### src/rtl/desc_enqueue_pkg.sv
package desc_enqueue_pkg;

  typedef enum logic [1:0] {
    SEL_CFG_BASE = 2'd0,
    SEL_CFG_LEN  = 2'd1,
    SEL_IO_BASE  = 2'd2,
    SEL_STATUS   = 2'd3
  } regSel_e;

  typedef struct packed {
    logic loadCfgBase;
    logic loadCfgLen;
    logic loadIoBase;
    logic push;
    logic setOverflow;
    logic alignReject;
  } ctrlStrobes_t;

endpackage

### src/rtl/desc_enqueue_ctrl.sv
module desc_enqueue_ctrl
  import desc_enqueue_pkg::*;
#(
  parameter int CSR_ADDR_W = 4,
  parameter int WORD_BYTES = 64
) (
  input  logic                  clk,
  input  logic                  rstN,
  input  logic                  csrWrEn,
  input  logic [CSR_ADDR_W-1:0] csrAddr,
  input  logic [31:0]           csrWrData,
  input  logic [31:0]           heldCfgBase,
  input  logic                  queueFull,
  output ctrlStrobes_t          strb,
  output logic                  alignErr
);

  localparam int LSB_W = (WORD_BYTES > 1) ? $clog2(WORD_BYTES) : 0;

  regSel_e sel;
  logic    inWindow;
  logic    basesAligned;

  assign sel      = regSel_e'(csrAddr[3:2]);
  assign inWindow = ((csrAddr >> 4) == '0);

  generate
    if (LSB_W == 0) begin : g_noAlign
      assign basesAligned = 1'b1;
    end else begin : g_align
      assign basesAligned = (heldCfgBase[LSB_W-1:0] == '0) &&
                            (csrWrData[LSB_W-1:0] == '0);
    end
  endgenerate

  always_comb begin
    strb = '0;
    if (csrWrEn && inWindow) begin
      unique case (sel)
        SEL_CFG_BASE: strb.loadCfgBase = 1'b1;
        SEL_CFG_LEN:  strb.loadCfgLen  = 1'b1;
        SEL_IO_BASE: begin
          strb.loadIoBase  = 1'b1;
          strb.setOverflow = queueFull;
          strb.alignReject = !basesAligned;
          strb.push        = basesAligned && !queueFull;
        end
        default: ;
      endcase
    end
  end

  always_ff @(posedge clk) begin
    if (!rstN) alignErr <= 1'b0;
    else       alignErr <= strb.alignReject;
  end

  // writes to other offsets never push
  a_r2_push_only_from_io: assert property (@(posedge clk) disable iff (!rstN)
    (csrWrEn && sel != SEL_IO_BASE) |-> !strb.push)
    else $error("a_r2_push_only_from_io");

  // a rejected write produces a pulse and no push
  a_r9_reject_no_push: assert property (@(posedge clk) disable iff (!rstN)
    strb.alignReject |-> (!strb.push ##1 alignErr))
    else $error("a_r9_reject_no_push");

  // no push enters a full queue
  a_r7_full_no_push: assert property (@(posedge clk) disable iff (!rstN)
    queueFull |-> !strb.push)
    else $error("a_r7_full_no_push");

endmodule

### src/rtl/desc_enqueue_data.sv
module desc_enqueue_data
  import desc_enqueue_pkg::*;
#(
  parameter int DEPTH    = 8,
  parameter int AF_LEVEL = DEPTH - 1
) (
  input  logic         clk,
  input  logic         rstN,
  input  ctrlStrobes_t strb,
  input  logic [31:0]  wrData,
  input  logic [1:0]   rdSel,
  input  logic         rdInWindow,
  input  logic         descReady,
  output logic [31:0]  rdData,
  output logic [31:0]  heldCfgBase,
  output logic         queueFull,
  output logic         descValid,
  output logic [31:0]  descCfgBase,
  output logic [31:0]  descCfgLen,
  output logic [31:0]  descIoBase
);

  localparam int PTR_W = (DEPTH > 1) ? $clog2(DEPTH) : 1;
  localparam int CNT_W = $clog2(DEPTH + 1);
  localparam logic [CNT_W-1:0] FULL_CNT = CNT_W'(DEPTH);
  localparam logic [CNT_W-1:0] AF_CNT   = CNT_W'(AF_LEVEL);
  localparam logic [PTR_W-1:0] LAST_PTR = PTR_W'(DEPTH - 1);

  logic [31:0] cfgBaseQ, cfgLenQ, ioBaseQ;
  logic [31:0] memCfgBase [DEPTH];
  logic [31:0] memCfgLen  [DEPTH];
  logic [31:0] memIoBase  [DEPTH];
  logic [PTR_W-1:0] wrPtr, rdPtr;
  logic [CNT_W-1:0] count;
  logic overflowQ, almostFull, pop;

  assign queueFull   = (count == FULL_CNT);
  assign almostFull  = (count >= AF_CNT);
  assign descValid   = (count != '0);
  assign pop         = descValid && descReady;
  assign heldCfgBase = cfgBaseQ;
  assign descCfgBase = memCfgBase[rdPtr];
  assign descCfgLen  = memCfgLen[rdPtr];
  assign descIoBase  = memIoBase[rdPtr];

  always_ff @(posedge clk) begin
    if (!rstN) begin
      cfgBaseQ  <= '0;
      cfgLenQ   <= '0;
      ioBaseQ   <= '0;
      overflowQ <= 1'b0;
    end else begin
      if (strb.loadCfgBase) cfgBaseQ <= wrData;
      if (strb.loadCfgLen)  cfgLenQ  <= wrData;
      if (strb.loadIoBase)  ioBaseQ  <= wrData;
      if (strb.setOverflow) overflowQ <= 1'b1;
    end
  end

  generate
    for (genvar i = 0; i < DEPTH; i++) begin : g_slot
      always_ff @(posedge clk) begin
        if (!rstN) begin
          memCfgBase[i] <= '0;
          memCfgLen[i]  <= '0;
          memIoBase[i]  <= '0;
        end else if (strb.push && wrPtr == PTR_W'(i)) begin
          memCfgBase[i] <= cfgBaseQ;
          memCfgLen[i]  <= cfgLenQ;
          memIoBase[i]  <= wrData;
        end
      end
    end
  endgenerate

  always_ff @(posedge clk) begin
    if (!rstN) begin
      wrPtr <= '0;
      rdPtr <= '0;
      count <= '0;
    end else begin
      if (strb.push) wrPtr <= (wrPtr == LAST_PTR) ? '0 : wrPtr + 1'b1;
      if (pop)       rdPtr <= (rdPtr == LAST_PTR) ? '0 : rdPtr + 1'b1;
      count <= count + CNT_W'(strb.push) - CNT_W'(pop);
    end
  end

  always_comb begin
    rdData = '0;
    if (rdInWindow) begin
      unique case (regSel_e'(rdSel))
        SEL_CFG_BASE: rdData = cfgBaseQ;
        SEL_CFG_LEN:  rdData = cfgLenQ;
        SEL_IO_BASE:  rdData = ioBaseQ;
        SEL_STATUS:   rdData = {29'd0, queueFull, almostFull, overflowQ};
        default:      rdData = '0;
      endcase
    end
  end

  // overflow flag is sticky until reset
  a_r8_overflow_sticky: assert property (@(posedge clk) disable iff (!rstN)
    overflowQ |=> overflowQ)
    else $error("a_r8_overflow_sticky");

  // head is held while the consumer stalls
  a_r5_head_hold: assert property (@(posedge clk) disable iff (!rstN)
    (descValid && !descReady) |=> (descValid && $stable(descCfgBase) &&
                                   $stable(descCfgLen) && $stable(descIoBase)))
    else $error("a_r5_head_hold");

  // occupancy never exceeds the depth
  a_r7_bounded: assert property (@(posedge clk) disable iff (!rstN)
    count <= FULL_CNT)
    else $error("a_r7_bounded");

  // a full queue without a pop stays full
  a_r7_full_holds: assert property (@(posedge clk) disable iff (!rstN)
    (queueFull && !pop) |=> queueFull)
    else $error("a_r7_full_holds");

endmodule

### src/rtl/desc_enqueue_top.sv
module desc_enqueue_top
  import desc_enqueue_pkg::*;
#(
  parameter int CSR_ADDR_W = 4,
  parameter int DEPTH      = 8,
  parameter int AF_LEVEL   = DEPTH - 1,
  parameter int WORD_BYTES = 64
) (
  input  logic                  clk,
  input  logic                  rstN,
  input  logic                  csrWrEn,
  input  logic [CSR_ADDR_W-1:0] csrAddr,
  input  logic [31:0]           csrWrData,
  output logic [31:0]           csrRdData,
  input  logic                  descReady,
  output logic                  descValid,
  output logic [31:0]           descCfgBase,
  output logic [31:0]           descCfgLen,
  output logic [31:0]           descIoBase,
  output logic                  alignErr
);

  ctrlStrobes_t strb;
  logic [31:0]  heldCfgBase;
  logic         queueFull;

  desc_enqueue_ctrl #(
    .CSR_ADDR_W (CSR_ADDR_W),
    .WORD_BYTES (WORD_BYTES)
  ) u_ctrl (
    .clk         (clk),
    .rstN        (rstN),
    .csrWrEn     (csrWrEn),
    .csrAddr     (csrAddr),
    .csrWrData   (csrWrData),
    .heldCfgBase (heldCfgBase),
    .queueFull   (queueFull),
    .strb        (strb),
    .alignErr    (alignErr)
  );

  desc_enqueue_data #(
    .DEPTH    (DEPTH),
    .AF_LEVEL (AF_LEVEL)
  ) u_data (
    .clk         (clk),
    .rstN        (rstN),
    .strb        (strb),
    .wrData      (csrWrData),
    .rdSel       (csrAddr[3:2]),
    .rdInWindow  ((csrAddr >> 4) == '0),
    .descReady   (descReady),
    .rdData      (csrRdData),
    .heldCfgBase (heldCfgBase),
    .queueFull   (queueFull),
    .descValid   (descValid),
    .descCfgBase (descCfgBase),
    .descCfgLen  (descCfgLen),
    .descIoBase  (descIoBase)
  );

endmodule

### config.mk
export PLATFORM = sky130hd
export DESIGN_NAME = desc_enqueue_top
export DESIGN_NICKNAME = d
export VERILOG_FILES = /design/src/rtl/desc_enqueue_pkg.sv /design/src/rtl/desc_enqueue_ctrl.sv /design/src/rtl/desc_enqueue_data.sv /design/src/rtl/desc_enqueue_top.sv
export SDC_FILE = /design/constraint.sdc
export NUM_CORES = 1
export LEC_CHECK = 0
export BUFFER_PORTS_ARGS = -buffer_cell sky130_fd_sc_hd__clkbuf_2
export CORE_MARGIN = 10
export CORE_UTILIZATION = 60
export CTS_CLUSTER_SIZE = 8
export DETAILED_ROUTE_END_ITERATION = 7
export PLACE_DENSITY = 0.78
export SETUP_SLACK_MARGIN = 0.2
export SLEW_MARGIN = 20
export SYNTH_ARGS = -nofsm -noshare
export SYNTH_HDL_FRONTEND = slang
export SYNTH_HIERARCHICAL = 1
export SYNTH_SLANG_ARGS = --single-unit
### constraint.sdc
create_clock -name clk -period 9.2 [get_ports clk]
set_input_delay 1.84 -clock clk [delete_from_list [all_inputs] [get_ports clk]]
set_output_delay 1.84 -clock clk [all_outputs]
set_load 0.02 [all_outputs]
==> flow_summary.ini <==
[status]
status = finished clean

[global_routing]
grt_max_degree = 124
antenna_found_initial = 8
overflow = 0
grt_pass1_wl_mm = 148.2
grt_usage = 0.2566
first_global_vias = 23120

[clocking]
cts_buffer_depth = 3
cts_made_buffers = 119
cts_hold_buf = 0
clkSinkCount = 879
cts_max_level = 3
cts_resized = 0
clkLatencyLatePin_ns = 0.68
post_cts_buffers = 0
cts_tree = done
ctsRootBufferMaster = clkbuf_16
cts.clk_slew.worst_paths_ns = 0.05

[final_layout]
mostFrequentLayoutCell = and2_1
regArea_sq_um = 25300
fin_util = 0.6762
syn2layout_area_growth_pct = 12.06
nFillCells = 4339
layout-drive-gt1-share = 0.2342
fin_nets = 2697
multiInputGateArea_sq_um = 13410
layout.cells.most_common_list = and2_1, edfxtp_1, mux4_2, clkbuf_2, mux2i_1

[yosys]
synth_area_sq_um = 39600
syn_area_per_cell_sq_um = 15.64
syn_inst = 2532
yosysWarningCount = 6

[power_and_ir_drop]
ir_drop_v = 0.0001774
p_leak_nw = 16.09
p_per_area_nw_per_um2 = 223.7

[critical_path]
crit_required_ns = 7.36
end_kind = output port
rr_worst_depth = 9
startpoint_type = input port
criticalPathCategory = in -> out
worstPathArrival_ns = 4.36
path_max_fanout = 23

[die]
core_area_sq_um = 65630
dieArea_sq_um = 76670
chipHeight_microns = 276.9
initial_core_util = 0.6034
rows = 94
io-pin-count = 170
die_w_microns = 276.9

[drt]
wl_per_cell_microns = 27.58
ant_nets = 0
drcViolationCount = 0
drt-total-wl_mm = 99.62
routed-via-count = 22230
drtIter0Drc = 2526
drtPass1Iterations = 7
viasPerCell = 6.154

[timing]
finalHoldViolCount = 0
rsz0062_at_grt = no
fmax_mhz = 161.3
drv_slew = 0
setup_viol = 0
slew_headroom = 0.2023
period_minus_slack_ns = 6.200
tightest_slew_ns = 1.195
fin_skew_ns = 0.02935
finalSetupTns_ns = 0
final.period_utilization = 0.6739

[min_path]
hold_path.class = reg -> reg
whs_path_depth = 1

[flow_run]
max-cap-violations = 0

[placement]
place.gp.congestion = 0.7828
place_hpwl_mm = 53.33
port_buffers = 167
## layout make-up
cell class | instances | area share
clock inverter | 3 | 0.0008459
timing repair buffer | 199 | 0.02504
antenna | 3 | 0.0001692
multi-input combinational | 1435 | 0.3022
inverter | 8 | 0.0006767
tap | 864 | 0.02436
clock buffer | 221 | 0.07669
sequential | 879 | 0.5700
## report_power, final
part | switching [W] | internal (W)
sequential | 0.000122 | 0.00447
clock | 0.00159 | 0.00245
combinational | 0.000748 | 0.000546
## worst paths after layout
kind	from	to	slack [ns]
setup / recovery	csrAddr[2]	csrRdData[21]	3.00
hold / removal	u_data/overflowQ	u_data/overflowQ	0.47
setup reg to reg	u_data/count[2]	u_data/memIoBase[1][16]	5.23
hold reg to reg	u_data/overflowQ	u_data/overflowQ	0.47
## per-layer routing
| metal | share of wire | GRT usage | up-vias | routed length, microns |
|---|---|---|---|---|
| met2 | 0.48 | 0.4141 | 1164 | 47950 |
| met3 | 0.10 | 0.06838 | 189 | 10290 |
| li1 | - | - | 9458 | - |
| met1 | 0.39 | 0.3340 | 11400 | 38490 |
| met4 | 0.027 | 0.08502 | 14 | 2693 |
| met5 | 0.0019 | 0.01088 | - | 188 |
## state kept, by name (all words and copies together) (netlist names), named ones only
signal              cells
u_data/memCfgBase     256
u_data/memCfgLen      256
u_data/memIoBase      256
u_data/cfgLenQ         32
u_data/heldCfgBase     32
u_data/ioBaseQ         32
u_data/count            4
u_data/rdPtr            3
u_data/wrPtr            3
u_ctrl/alignErr         1
u_data/overflowQ        1
## stage by stage
step,total power (W),instances,worst slack (ns),hold slack [ns],instance area (sq um)
CTS,0.009969,3608,3.092,0.4693,44330
detailed placement,0.005962,3384,3.069,0.4582,40890
global route,0.01022,3610,2.962,0.4921,44370
global placement,0.005939,3384,3.102,0.4425,40890
floorplan,0.005553,2536,3.988,0.4352,39610
finish,0.009928,3612,3.000,0.4713,44380
## critical path, cell delays in order
cell	delay, ns
clkbuf_2	0.49
buf_4	0.38
nor2b_2	0.51
buf_4	0.46
o2bb2ai_1	0.18
and2_1	0.27
clkbuf_2	0.22
Note: power is estimated with default switching activity, not from simulation.
